$ cat src/rtl/i2ceng_pkg.sv
package i2ceng_pkg;
  localparam int NBITS = 6;
  localparam int C_START = 0;
  localparam int C_TX    = 1;
  localparam int C_RX    = 3;
  localparam int C_LAST  = 4;
  localparam int C_STOP  = 5;
  localparam logic [NBITS-1:0] CMD_MASK = 6'b111011;

  localparam int E_ACK = 0;
  localparam int E_NAK = 1;
  localparam int E_RXD = 2;
  localparam int E_ARB = 3;
  localparam int E_STP = 4;
  localparam int E_ABN = 5;

  typedef enum logic [2:0] {ST_IDLE, ST_START, ST_TX, ST_RX, ST_STOP} eng_state_e;
endpackage

$ cat src/rtl/i2ceng_irq.sv
module i2ceng_irq
  import i2ceng_pkg::*;
(
  input  logic             clk,
  input  logic             rst_n,
  input  logic [NBITS-1:0] evt,
  input  logic             sts_we,
  input  logic [NBITS-1:0] sts_wdata,
  input  logic             ien_we,
  input  logic [NBITS-1:0] ien_wdata,
  output logic [NBITS-1:0] status,
  output logic [NBITS-1:0] ien,
  output logic             irq
);
  logic [NBITS-1:0] hit;

  for (genvar i = 0; i < NBITS; i++) begin : g_flag
    always_ff @(posedge clk) begin
      if (!rst_n) begin
        status[i] <= 1'b0;
        ien[i]    <= 1'b0;
      end else begin
        if (evt[i])                        status[i] <= 1'b1;
        else if (sts_we && sts_wdata[i])   status[i] <= 1'b0;
        if (ien_we)                        ien[i]    <= ien_wdata[i];
      end
    end
    assign hit[i] = status[i] & ien[i];
  end

  assign irq = |hit;
endmodule

$ cat src/rtl/i2ceng_seq.sv
module i2ceng_seq
  import i2ceng_pkg::*;
#(
  parameter int BYTE_W = 8,
  localparam int CNT_W = $clog2(BYTE_W + 1)
) (
  input  logic              clk,
  input  logic              rst_n,
  input  logic              tick,
  input  logic              cmd_we,
  input  logic [NBITS-1:0]  cmd_wdata,
  input  logic [BYTE_W-1:0] tx_byte,
  input  logic              sda_i,
  output logic [NBITS-1:0]  cmd_pend,
  output logic [BYTE_W-1:0] rx_byte,
  output logic [NBITS-1:0]  evt,
  output logic              scl_low,
  output logic              sda_low
);
  localparam logic [CNT_W-1:0] LAST_BIT = CNT_W'(BYTE_W);

  eng_state_e        state, state_n;
  logic [1:0]        q, q_n;
  logic [CNT_W-1:0]  cnt, cnt_n;
  logic [BYTE_W-1:0] sh, sh_n, rx_n;
  logic              own, own_n, ack_r, ack_n;
  logic              scl_n, sda_n, flush;
  logic [NBITS-1:0]  clr, evt_n, pend_n;

  always_comb begin
    state_n = state;  q_n = q;  cnt_n = cnt;  sh_n = sh;  rx_n = rx_byte;
    own_n = own;  ack_n = ack_r;  scl_n = scl_low;  sda_n = sda_low;
    evt_n = '0;  clr = '0;  flush = 1'b0;
    unique case (state)
      ST_IDLE: begin
        q_n = 2'd0;  cnt_n = '0;
        if (cmd_pend[C_START]) state_n = ST_START;
        else if (cmd_pend[C_TX]) begin
          if (!own) begin evt_n[E_ABN] = 1'b1; flush = 1'b1; end
          else begin state_n = ST_TX; sh_n = tx_byte; end
        end else if (cmd_pend[C_RX]) begin
          if (!own) begin evt_n[E_ABN] = 1'b1; flush = 1'b1; end
          else begin state_n = ST_RX; sh_n = '0; end
        end else if (cmd_pend[C_STOP]) state_n = ST_STOP;
      end
      ST_START: if (tick) begin
        q_n = q + 2'd1;
        unique case (q)
          2'd0: sda_n = 1'b0;
          2'd1: scl_n = 1'b0;
          2'd2: sda_n = 1'b1;
          default: begin
            scl_n = 1'b1;  own_n = 1'b1;
            clr[C_START] = 1'b1;  state_n = ST_IDLE;
          end
        endcase
      end
      ST_STOP: if (tick) begin
        q_n = q + 2'd1;
        unique case (q)
          2'd0: sda_n = 1'b1;
          2'd1: scl_n = 1'b0;
          2'd2: sda_n = 1'b0;
          default: begin
            own_n = 1'b0;  clr[C_STOP] = 1'b1;
            evt_n[E_STP] = 1'b1;  state_n = ST_IDLE;
          end
        endcase
      end
      ST_TX: if (tick) begin
        q_n = q + 2'd1;
        unique case (q)
          2'd0: sda_n = (cnt < LAST_BIT) ? ~sh[BYTE_W-1] : 1'b0;
          2'd1: scl_n = 1'b0;
          2'd2: begin
            if (cnt < LAST_BIT) begin
              if (sh[BYTE_W-1] && !sda_i) begin
                evt_n[E_ARB] = 1'b1;  flush = 1'b1;  own_n = 1'b0;
                scl_n = 1'b0;  sda_n = 1'b0;  state_n = ST_IDLE;
              end else sh_n = {sh[BYTE_W-2:0], 1'b0};
            end else ack_n = sda_i;
          end
          default: begin
            scl_n = 1'b1;
            if (cnt == LAST_BIT) begin
              evt_n[E_ACK] = !ack_r;  evt_n[E_NAK] = ack_r;
              clr[C_TX] = 1'b1;  state_n = ST_IDLE;
            end else cnt_n = cnt + 1'b1;
          end
        endcase
      end
      ST_RX: if (tick) begin
        q_n = q + 2'd1;
        unique case (q)
          2'd0: sda_n = (cnt < LAST_BIT) ? 1'b0 : !cmd_pend[C_LAST];
          2'd1: scl_n = 1'b0;
          2'd2: if (cnt < LAST_BIT) sh_n = {sh[BYTE_W-2:0], sda_i};
          default: begin
            scl_n = 1'b1;
            if (cnt == LAST_BIT) begin
              rx_n = sh;  evt_n[E_RXD] = 1'b1;
              clr[C_RX] = 1'b1;  clr[C_LAST] = 1'b1;  state_n = ST_IDLE;
            end else cnt_n = cnt + 1'b1;
          end
        endcase
      end
      default: state_n = ST_IDLE;
    endcase
    pend_n = (flush ? '0 : (cmd_pend & ~clr)) | (cmd_we ? (cmd_wdata & CMD_MASK) : '0);
  end

  always_ff @(posedge clk) begin
    if (!rst_n) begin
      state <= ST_IDLE;  q <= 2'd0;  cnt <= '0;  sh <= '0;  rx_byte <= '0;
      own <= 1'b0;  ack_r <= 1'b0;  scl_low <= 1'b0;  sda_low <= 1'b0;
      evt <= '0;  cmd_pend <= '0;
    end else begin
      state <= state_n;  q <= q_n;  cnt <= cnt_n;  sh <= sh_n;  rx_byte <= rx_n;
      own <= own_n;  ack_r <= ack_n;  scl_low <= scl_n;  sda_low <= sda_n;
      evt <= evt_n;  cmd_pend <= pend_n;
    end
  end
endmodule

$ cat src/rtl/i2ceng_top.sv
module i2ceng_top
  import i2ceng_pkg::*;
#(
  parameter int BYTE_W = 8
) (
  input  logic                clk,
  input  logic                rst_n,
  input  logic                tick,
  input  logic                cmd_we,
  input  logic [5:0]          cmd_wdata,
  input  logic                buf_we,
  input  logic [BYTE_W-1:0]   buf_wdata,
  input  logic                sts_we,
  input  logic [5:0]          sts_wdata,
  input  logic                ien_we,
  input  logic [5:0]          ien_wdata,
  input  logic                sda_i,
  output logic [5:0]          cmd_pend,
  output logic [2*BYTE_W-1:0] buf_rdata,
  output logic [5:0]          status,
  output logic [5:0]          ien,
  output logic                irq,
  output logic                scl_low,
  output logic                sda_low
);
  logic [BYTE_W-1:0] tx_byte, rx_byte;
  logic [NBITS-1:0]  evt;

  always_ff @(posedge clk) begin
    if (!rst_n)      tx_byte <= '0;
    else if (buf_we) tx_byte <= buf_wdata;
  end

  assign buf_rdata = {rx_byte, tx_byte};

  i2ceng_seq #(.BYTE_W(BYTE_W)) u_seq (
    .clk(clk), .rst_n(rst_n), .tick(tick), .cmd_we(cmd_we), .cmd_wdata(cmd_wdata),
    .tx_byte(tx_byte), .sda_i(sda_i), .cmd_pend(cmd_pend), .rx_byte(rx_byte),
    .evt(evt), .scl_low(scl_low), .sda_low(sda_low)
  );

  i2ceng_irq u_irq (
    .clk(clk), .rst_n(rst_n), .evt(evt), .sts_we(sts_we), .sts_wdata(sts_wdata),
    .ien_we(ien_we), .ien_wdata(ien_wdata), .status(status), .ien(ien), .irq(irq)
  );
endmodule

$ cat config.mk
export PLATFORM = sky130hd
export DESIGN_NAME = i2ceng_top
export DESIGN_NICKNAME = d
export VERILOG_FILES = /design/src/rtl/i2ceng_pkg.sv /design/src/rtl/i2ceng_irq.sv /design/src/rtl/i2ceng_seq.sv /design/src/rtl/i2ceng_top.sv
export SDC_FILE = /design/constraint.sdc
export NUM_CORES = 1
export LEC_CHECK = 0
export ABC_AREA = 0
export BUFFER_PORTS_ARGS = -buffer_cell sky130_fd_sc_hd__buf_2
export CORE_MARGIN = 2
export CORE_UTILIZATION = 48
export DETAILED_ROUTE_END_ITERATION = 10
export HOLD_SLACK_MARGIN = 0.02
export PLACE_DENSITY = 0.79
export SLEW_MARGIN = 25
export SYNTH_ARGS = -nofsm -noshare
export SYNTH_HDL_FRONTEND = slang
export SYNTH_SLANG_ARGS = --single-unit
export TNS_END_PERCENT = 20
$ cat constraint.sdc
create_clock -name clk -period 1.9 [get_ports clk]
set_input_delay 0.095 -clock clk [delete_from_list [all_inputs] [get_ports clk]]
set_output_delay 0.095 -clock clk [all_outputs]
set_load 0.03 [all_outputs]
==> out/results.txt, run 1 <==
initial antenna violation count -> 0
# fillers -> 492
largest net degree at the start of global routing -> 26
storage element area -> 1200 sq um
Seq cells post-synth -> 60
FFs w/ async S/R, synth -> 0%
Yosys warning count -> 0
antenna viol nets, final -> 0
Tcrit/Tclk final -> 97.9%
synthesized area -> 2950 sq um
max_slew headroom -> 63.7%
Layout Area Growth over Synthesis -> 29.6%
post-synth top area cell -> dfxtp_1
Register-to-Register Setup Slack -> 0.04 ns
Pwr Total -> 2940 uW
die height -> 82.5 um
Fin Clk Skew -> 0.00885 ns
CP max stage cell -> or3_1
kind of critical path -> reg2reg
Cells after Synth -> 330
RSZ-0062 raised after global routing -> true
hold path start -> ien_wdata[4]
Bufs and invs on worst path -> 1
met3 WL -> 471 um
status -> complete, no violations
Max FO, Critical Path -> 3
Sink Count -> 60
largest cells by area after synthesis -> dfxtp_1 41%, mux2i_1 8.8%, nor2b_1 8.3%, a21oi_1 4.9%, ha_1 2.5%
wire length per cell -> 14.8 um
final non-filler cell total -> 503
DRT Pass-1 Iters -> 4
Crit. End Element -> flip-flop
vias in the first global route -> 2,540
clk slew on worst S/H paths -> 0.07 ns
highest metal used -> met4
final slew viol count -> 0
ys flop type -> dfxtp_1
Period minus WS final -> 1.86 ns
die width -> 82.5 um
CP arrival -> 2.09 ns
CTS max path bufs -> 2
total grt overflow -> 0
Peak VDD IR -> 0.467 mV
H-tree depth -> 3
Post-Place Cells -> 476
syn_nets -> 370
Routed met2 length -> 3.49 mm
gr usage total -> 22.4%
vias per cell -> 5.38
routed vias -> 2,704
most frequent cells in the layout -> 68 x buf_2, 59 x dfxtp_1, 39 x nor2b_1
diode count -> 0
Static Leakage -> 0.00169 uW
DRT iter0 DRCs -> 158
Setup Buffers After CTS -> 0
die area -> 6800 sq um
Port Buffers -> 68
DRC Markers -> 0
layout cells sized above 1 -> 30.8%
syn_area_per_cell -> 8.95 sq um
gpl congestion -> 0.820
fmax -> 538 MHz
Placeable Area -> 5920 sq um
synth unique cells -> 56
crit-path leading delay family -> compound AO/OA/AOI/OAI gates
row count -> 28
commonest non-fill, non-tap cell in the layout -> buf_2
post-synth top area share -> 40.7%
hold crit path type -> in2reg
io pins -> 71
Skew-Pair Late Insertion Delay -> 0.34 ns
slowest stage delay, CP -> 0.36 ns
Inserted Clock Buffers -> 9
Post-synth EDFFs -> 0
post-synthesis sequential area ratio -> 40.7%
Fin. Hold Viols -> 0
Root Driver -> clkbuf_8
Starting Density -> 49.9%
CTS tree -> done
Worst Max-Slew Pin Slew -> 0.542 ns
startpoint types -> flip-flop
global-route wire length before repair -> 11.4 mm
Pwr Density -> 768 nW/um^2
Worst EP required -> 2.13 ns
total of max-cap violations -> 0
nets -> 463
CP startpoint -> u_seq.q[1]$_SDFFE_PN0P_
WL final -> 7.43 mm
area taken by multi-input logic gates -> 1640 sq um
Detailed Place HPWL -> 5.29 mm
worst r2r src -> u_seq.q[1]$_SDFFE_PN0P_
CP cell instances -> inv_1 > ha_2 > or3_1 > a22oi_2 > nand2_1 > o2111a_1 > a311o_1
Final setup viols -> 0
M1 wire length -> 3.29 mm
final timing paths:
kind | to | depth (start not counted)
hold / removal | u_irq.ien[4]$_SDFFE_PN0P_ | 3
setup / recovery | u_seq.state[0]$_SDFFE_PN0P_ | 7
setup reg to reg | u_seq.state[0]$_SDFFE_PN0P_ | 7
hold reg to reg | u_seq.evt[0]$_SDFF_PP0_ | 1
cells by family (layout without fill, tap and decap cells):
| group | after synthesis | in the layout | synth area share (%) |
|---|---|---|---|
| DFF | 60 | 60 | 40.7 |
| adders and majority gates | 6 | 6 | 2.54 |
| AOI/OAI and AO/OA | 85 | 85 | 19.5 |
| and+or+nand+nor | 116 | 116 | 22.5 |
| muxes | 26 | 26 | 8.81 |
| buffers and inverters | 33 | 131 | 5.00 |
| xor gates and xnor gates | 3 | 3 | 0.890 |
| other | 1 | 1 | 0.127 |
report_power, final:
part           leakage [uW]  switching, uW  internal (uW)
clock             0.0000923            547            611
combinational       0.00111            241            197
sequential         0.000489           41.8           1300
total               0.00169            830           2110
final cells by class:
class / instances / area share, %
clock buffers: 9 / 3.23
clock inverters: 7 / 1.96
inverters: 8 / 0.784
multi-input cells: 237 / 42.9
flip-flops and latches: 60 / 31.4
well taps: 75 / 2.45
repair buffers: 107 / 17.2
sequential cells by signal, indices dropped and copies added, names as in the netlist, 2 cells and up:
signal	flops
u_seq.sh	8
tx_byte	8
u_irq.status	6
u_irq.ien	6
u_seq.cnt	4
u_seq.rx_byte	8
u_seq.state	3
u_seq.evt	6
u_seq.q	2
u_seq.cmd_pend	5
layer usage:
layer  GRT usage, %  vias up
met1           26.3     1228
met3           4.67       14
met5              0        -
met4           12.5        0
li1               -     1356
met2           37.9      106
cells in the mapped netlist, drive strengths merged, types with 4 or more instances:
library cell,instances
clkbuf,16
a32oi,4
mux2i,26
nor3,5
a21oi,30
buf,9
a21o,4
nor2b,39
and2,4
and3,7
nand3,6
inv,8
nor4,5
o22ai,7
nand2,19
o21ai,15
nor2,15
ha,6
dfxtp,60
a211oi,4
a22oi,5
worst min-delay path: cells and delay by family:
family,cells,cell delay (ns)
AND/OR/NAND/NOR,1,0.10
buffers and inverters,1,0.08
multiplexers,1,0.06
repair_timing:
action / CTS / global route
setup endpoints to repair: 1 / 18
cloned: 0 / 0
gates resized for setup: 1 / 9
endpoints found under the hold margin: 11 / 0
hold buffers: 11 / 0
pin swaps: 1 / 3
stage by stage:
stage	instance area, sq um	hold WS (ns)	TNS [ns]	setup WS [ns]	utilization [%]
finish	3830	0.0293	0	0.0400	64.7
global route	3830	0.0570	-0.0416	-0.0389	64.7
CTS	3790	0.0210	0	0.00882	64.1
detailed placement	3480	0.346	-0.0159	-0.0159	58.8
global placement	3480	0.340	0	0.0225	58.8
floorplan	2950	0.250	0	0.0219	-
No activity file was read; power rests on OpenSTA's default activity.
==> run 2: changes to the inputs <==
--- a/config.mk
+++ b/config.mk
@@ -8,10 +8,10 @@
 export ABC_AREA = 0
 export BUFFER_PORTS_ARGS = -buffer_cell sky130_fd_sc_hd__buf_2
 export CORE_MARGIN = 2
-export CORE_UTILIZATION = 48
+export CORE_UTILIZATION = 57
 export DETAILED_ROUTE_END_ITERATION = 10
 export HOLD_SLACK_MARGIN = 0.02
-export PLACE_DENSITY = 0.79
+export PLACE_DENSITY = 0.87
 export SLEW_MARGIN = 25
 export SYNTH_ARGS = -nofsm -noshare
 export SYNTH_HDL_FRONTEND = slang
==> constraint.sdc (replaced) <==
create_clock -name clk -period 2.35 [get_ports clk]
set_input_delay 0.235 -clock clk [delete_from_list [all_inputs] [get_ports clk]]
set_output_delay 0.235 -clock clk [all_outputs]
set_load 0.03 [all_outputs]
==> out/results.txt, run 2 (synthesis gave the netlist of run 1 again) <==
DRC Markers -> 0
Register-to-Register Setup Slack -> 0.31 ns
Port Buffers -> 68
Static Leakage -> 0.00157 uW
Root Driver -> clkbuf_8
Worst EP required -> 2.58 ns
commonest non-fill, non-tap cell in the layout -> buf_2
die area -> 5770 sq um
Fin Setup TNS -> 0 ns
gr usage total -> 23.4%
total grt overflow -> 0
final slew viol count -> 0
max_slew headroom -> 53.8%
status -> complete, no violations
Sink Count -> 60
slowest stage delay, CP -> 0.78 ns
post-CTS sizing -> 0
Tcrit/Tclk final -> 86.9%
hold crit path type -> in2reg
row count -> 26
vias in the first global route -> 2,388
Crit. End Element -> flip-flop
CP arrival -> 2.27 ns
Layout Area Growth over Synthesis -> 19.9%
io pins -> 71
global-route wire length before repair -> 11.0 mm
Detailed Place HPWL -> 4.59 mm
diode count -> 0
Period minus WS final -> 2.04 ns
Largest regs -> tx_byte x8, u_seq.rx_byte x8, u_seq.sh x8
kind of critical path -> reg2reg
clk slew on worst S/H paths -> 0.07 ns
worst hold slack -> 0.142 ns
antenna viol nets, final -> 0
Starting Density -> 58.6%
Fin. Hold Viols -> 0
Setup Buffers After CTS -> 0
initial antenna violation count -> 0
die width -> 76.0 um
Peak VDD IR -> 0.535 mV
vias per cell -> 5.56
CTS tree -> done
CTS max path bufs -> 2
fmax -> 490 MHz
most frequent cells in the layout -> 68 x buf_2, 60 x dfxtp_1, 39 x nor2b_1
WL final -> 6.50 mm
CP max stage cell -> or4_1
Inserted Clock Buffers -> 9
H-tree depth -> 3
total of max-cap violations -> 0
# fillers -> 387
Max FO, Critical Path -> 16
Final setup viols -> 0
Pwr Density -> 711 nW/um^2
CP cell instances -> or4_1 > nor3_2 > nor2_1 > a32oi_1 > nor2b_1
Fin Clk Skew -> 0.00721 ns
DRT Pass-1 Iters -> 4
routed vias -> 2,580
gpl congestion -> 0.831
Hold Buf Count CTS -> 0
largest net degree at the start of global routing -> 51
crit-path leading delay family -> simple AND/OR/NAND/NOR gates
Skew-Pair Late Insertion Delay -> 0.35 ns
final core occ -> 70.2%
Placeable Area -> 5040 sq um
wire length per cell -> 14.0 um
startpoint types -> flip-flop
nets -> 429
Bufs and invs on worst path -> 0
layout cells sized above 1 -> 25.1%
die height -> 76.0 um
Worst Max-Slew Pin Slew -> 0.693 ns
DRT iter0 DRCs -> 167
RSZ-0062 raised after global routing -> false
## run 2: per-layer routing
layer  vias to the layer above  share of wire, %  track usage, %
li1                       1289                 -               -
met1                      1178                45            29.7
met2                       100                45            37.5
met3                        13               7.4            6.64
met4                         0               1.8            9.82
met5                         -                 0               0
## run 2: stage by stage
| stage | cell area, sq um | instances | power (uW) | worst slack [ns] |
|---|---|---|---|---|
| 2_1_floorplan | 2950 | 330 | 1330 | 0.472 |
| 3_3_place_gp | 3300 | 448 | 1410 | 0.377 |
| 3_5_place_dp | 3300 | 448 | 1410 | 0.311 |
| 4_1_cts | 3540 | 464 | 2530 | 0.301 |
| 5_1_grt | 3540 | 464 | 2610 | 0.186 |
| 6_report | 3540 | 464 | 2520 | 0.309 |
## run 2: cell type report
class | instances | area [sq um] | share of cell area [%]
Clock inverter | 6 | 113 | 3.18
Timing Repair Buffer | 73 | 378 | 10.7
Multi-Input combinational cell | 237 | 1610 | 45.3
Sequential cell | 60 | 1200 | 33.9
Inverter | 8 | 30.0 | 0.848
Clock buffer | 10 | 128 | 3.60
Tap cell | 70 | 87.6 | 2.47
## run 2: path summary, 6_finish.rpt
kind | startpoint | end | cells after the start
max | u_seq.state[1]$_SDFFE_PN0P_ | u_seq.cmd_pend[3]$_SDFF_PN0_ | 5
max reg2reg | u_seq.state[1]$_SDFFE_PN0P_ | u_seq.cmd_pend[3]$_SDFF_PN0_ | 5
min reg2reg | u_seq.evt[2]$_SDFF_PN0_ | u_irq.status[2]$_SDFFE_PN0P_ | 2
min | buf_wdata[5] | tx_byte[5]$_SDFFE_PN0P_ | 3
## run 2: worst register-to-register path, stage by stage (launching register included)
cell     delay [ns]
dfxtp_1        0.46
or4_1          0.78
nor3_2         0.26
nor2_1         0.13
a32oi_1        0.23
nor2b_1        0.08
## run 2: power by group
group,internal (uW),switching (uW)
registers,1050,34.6
logic,126,181
clock network,706,418
total,1890,634
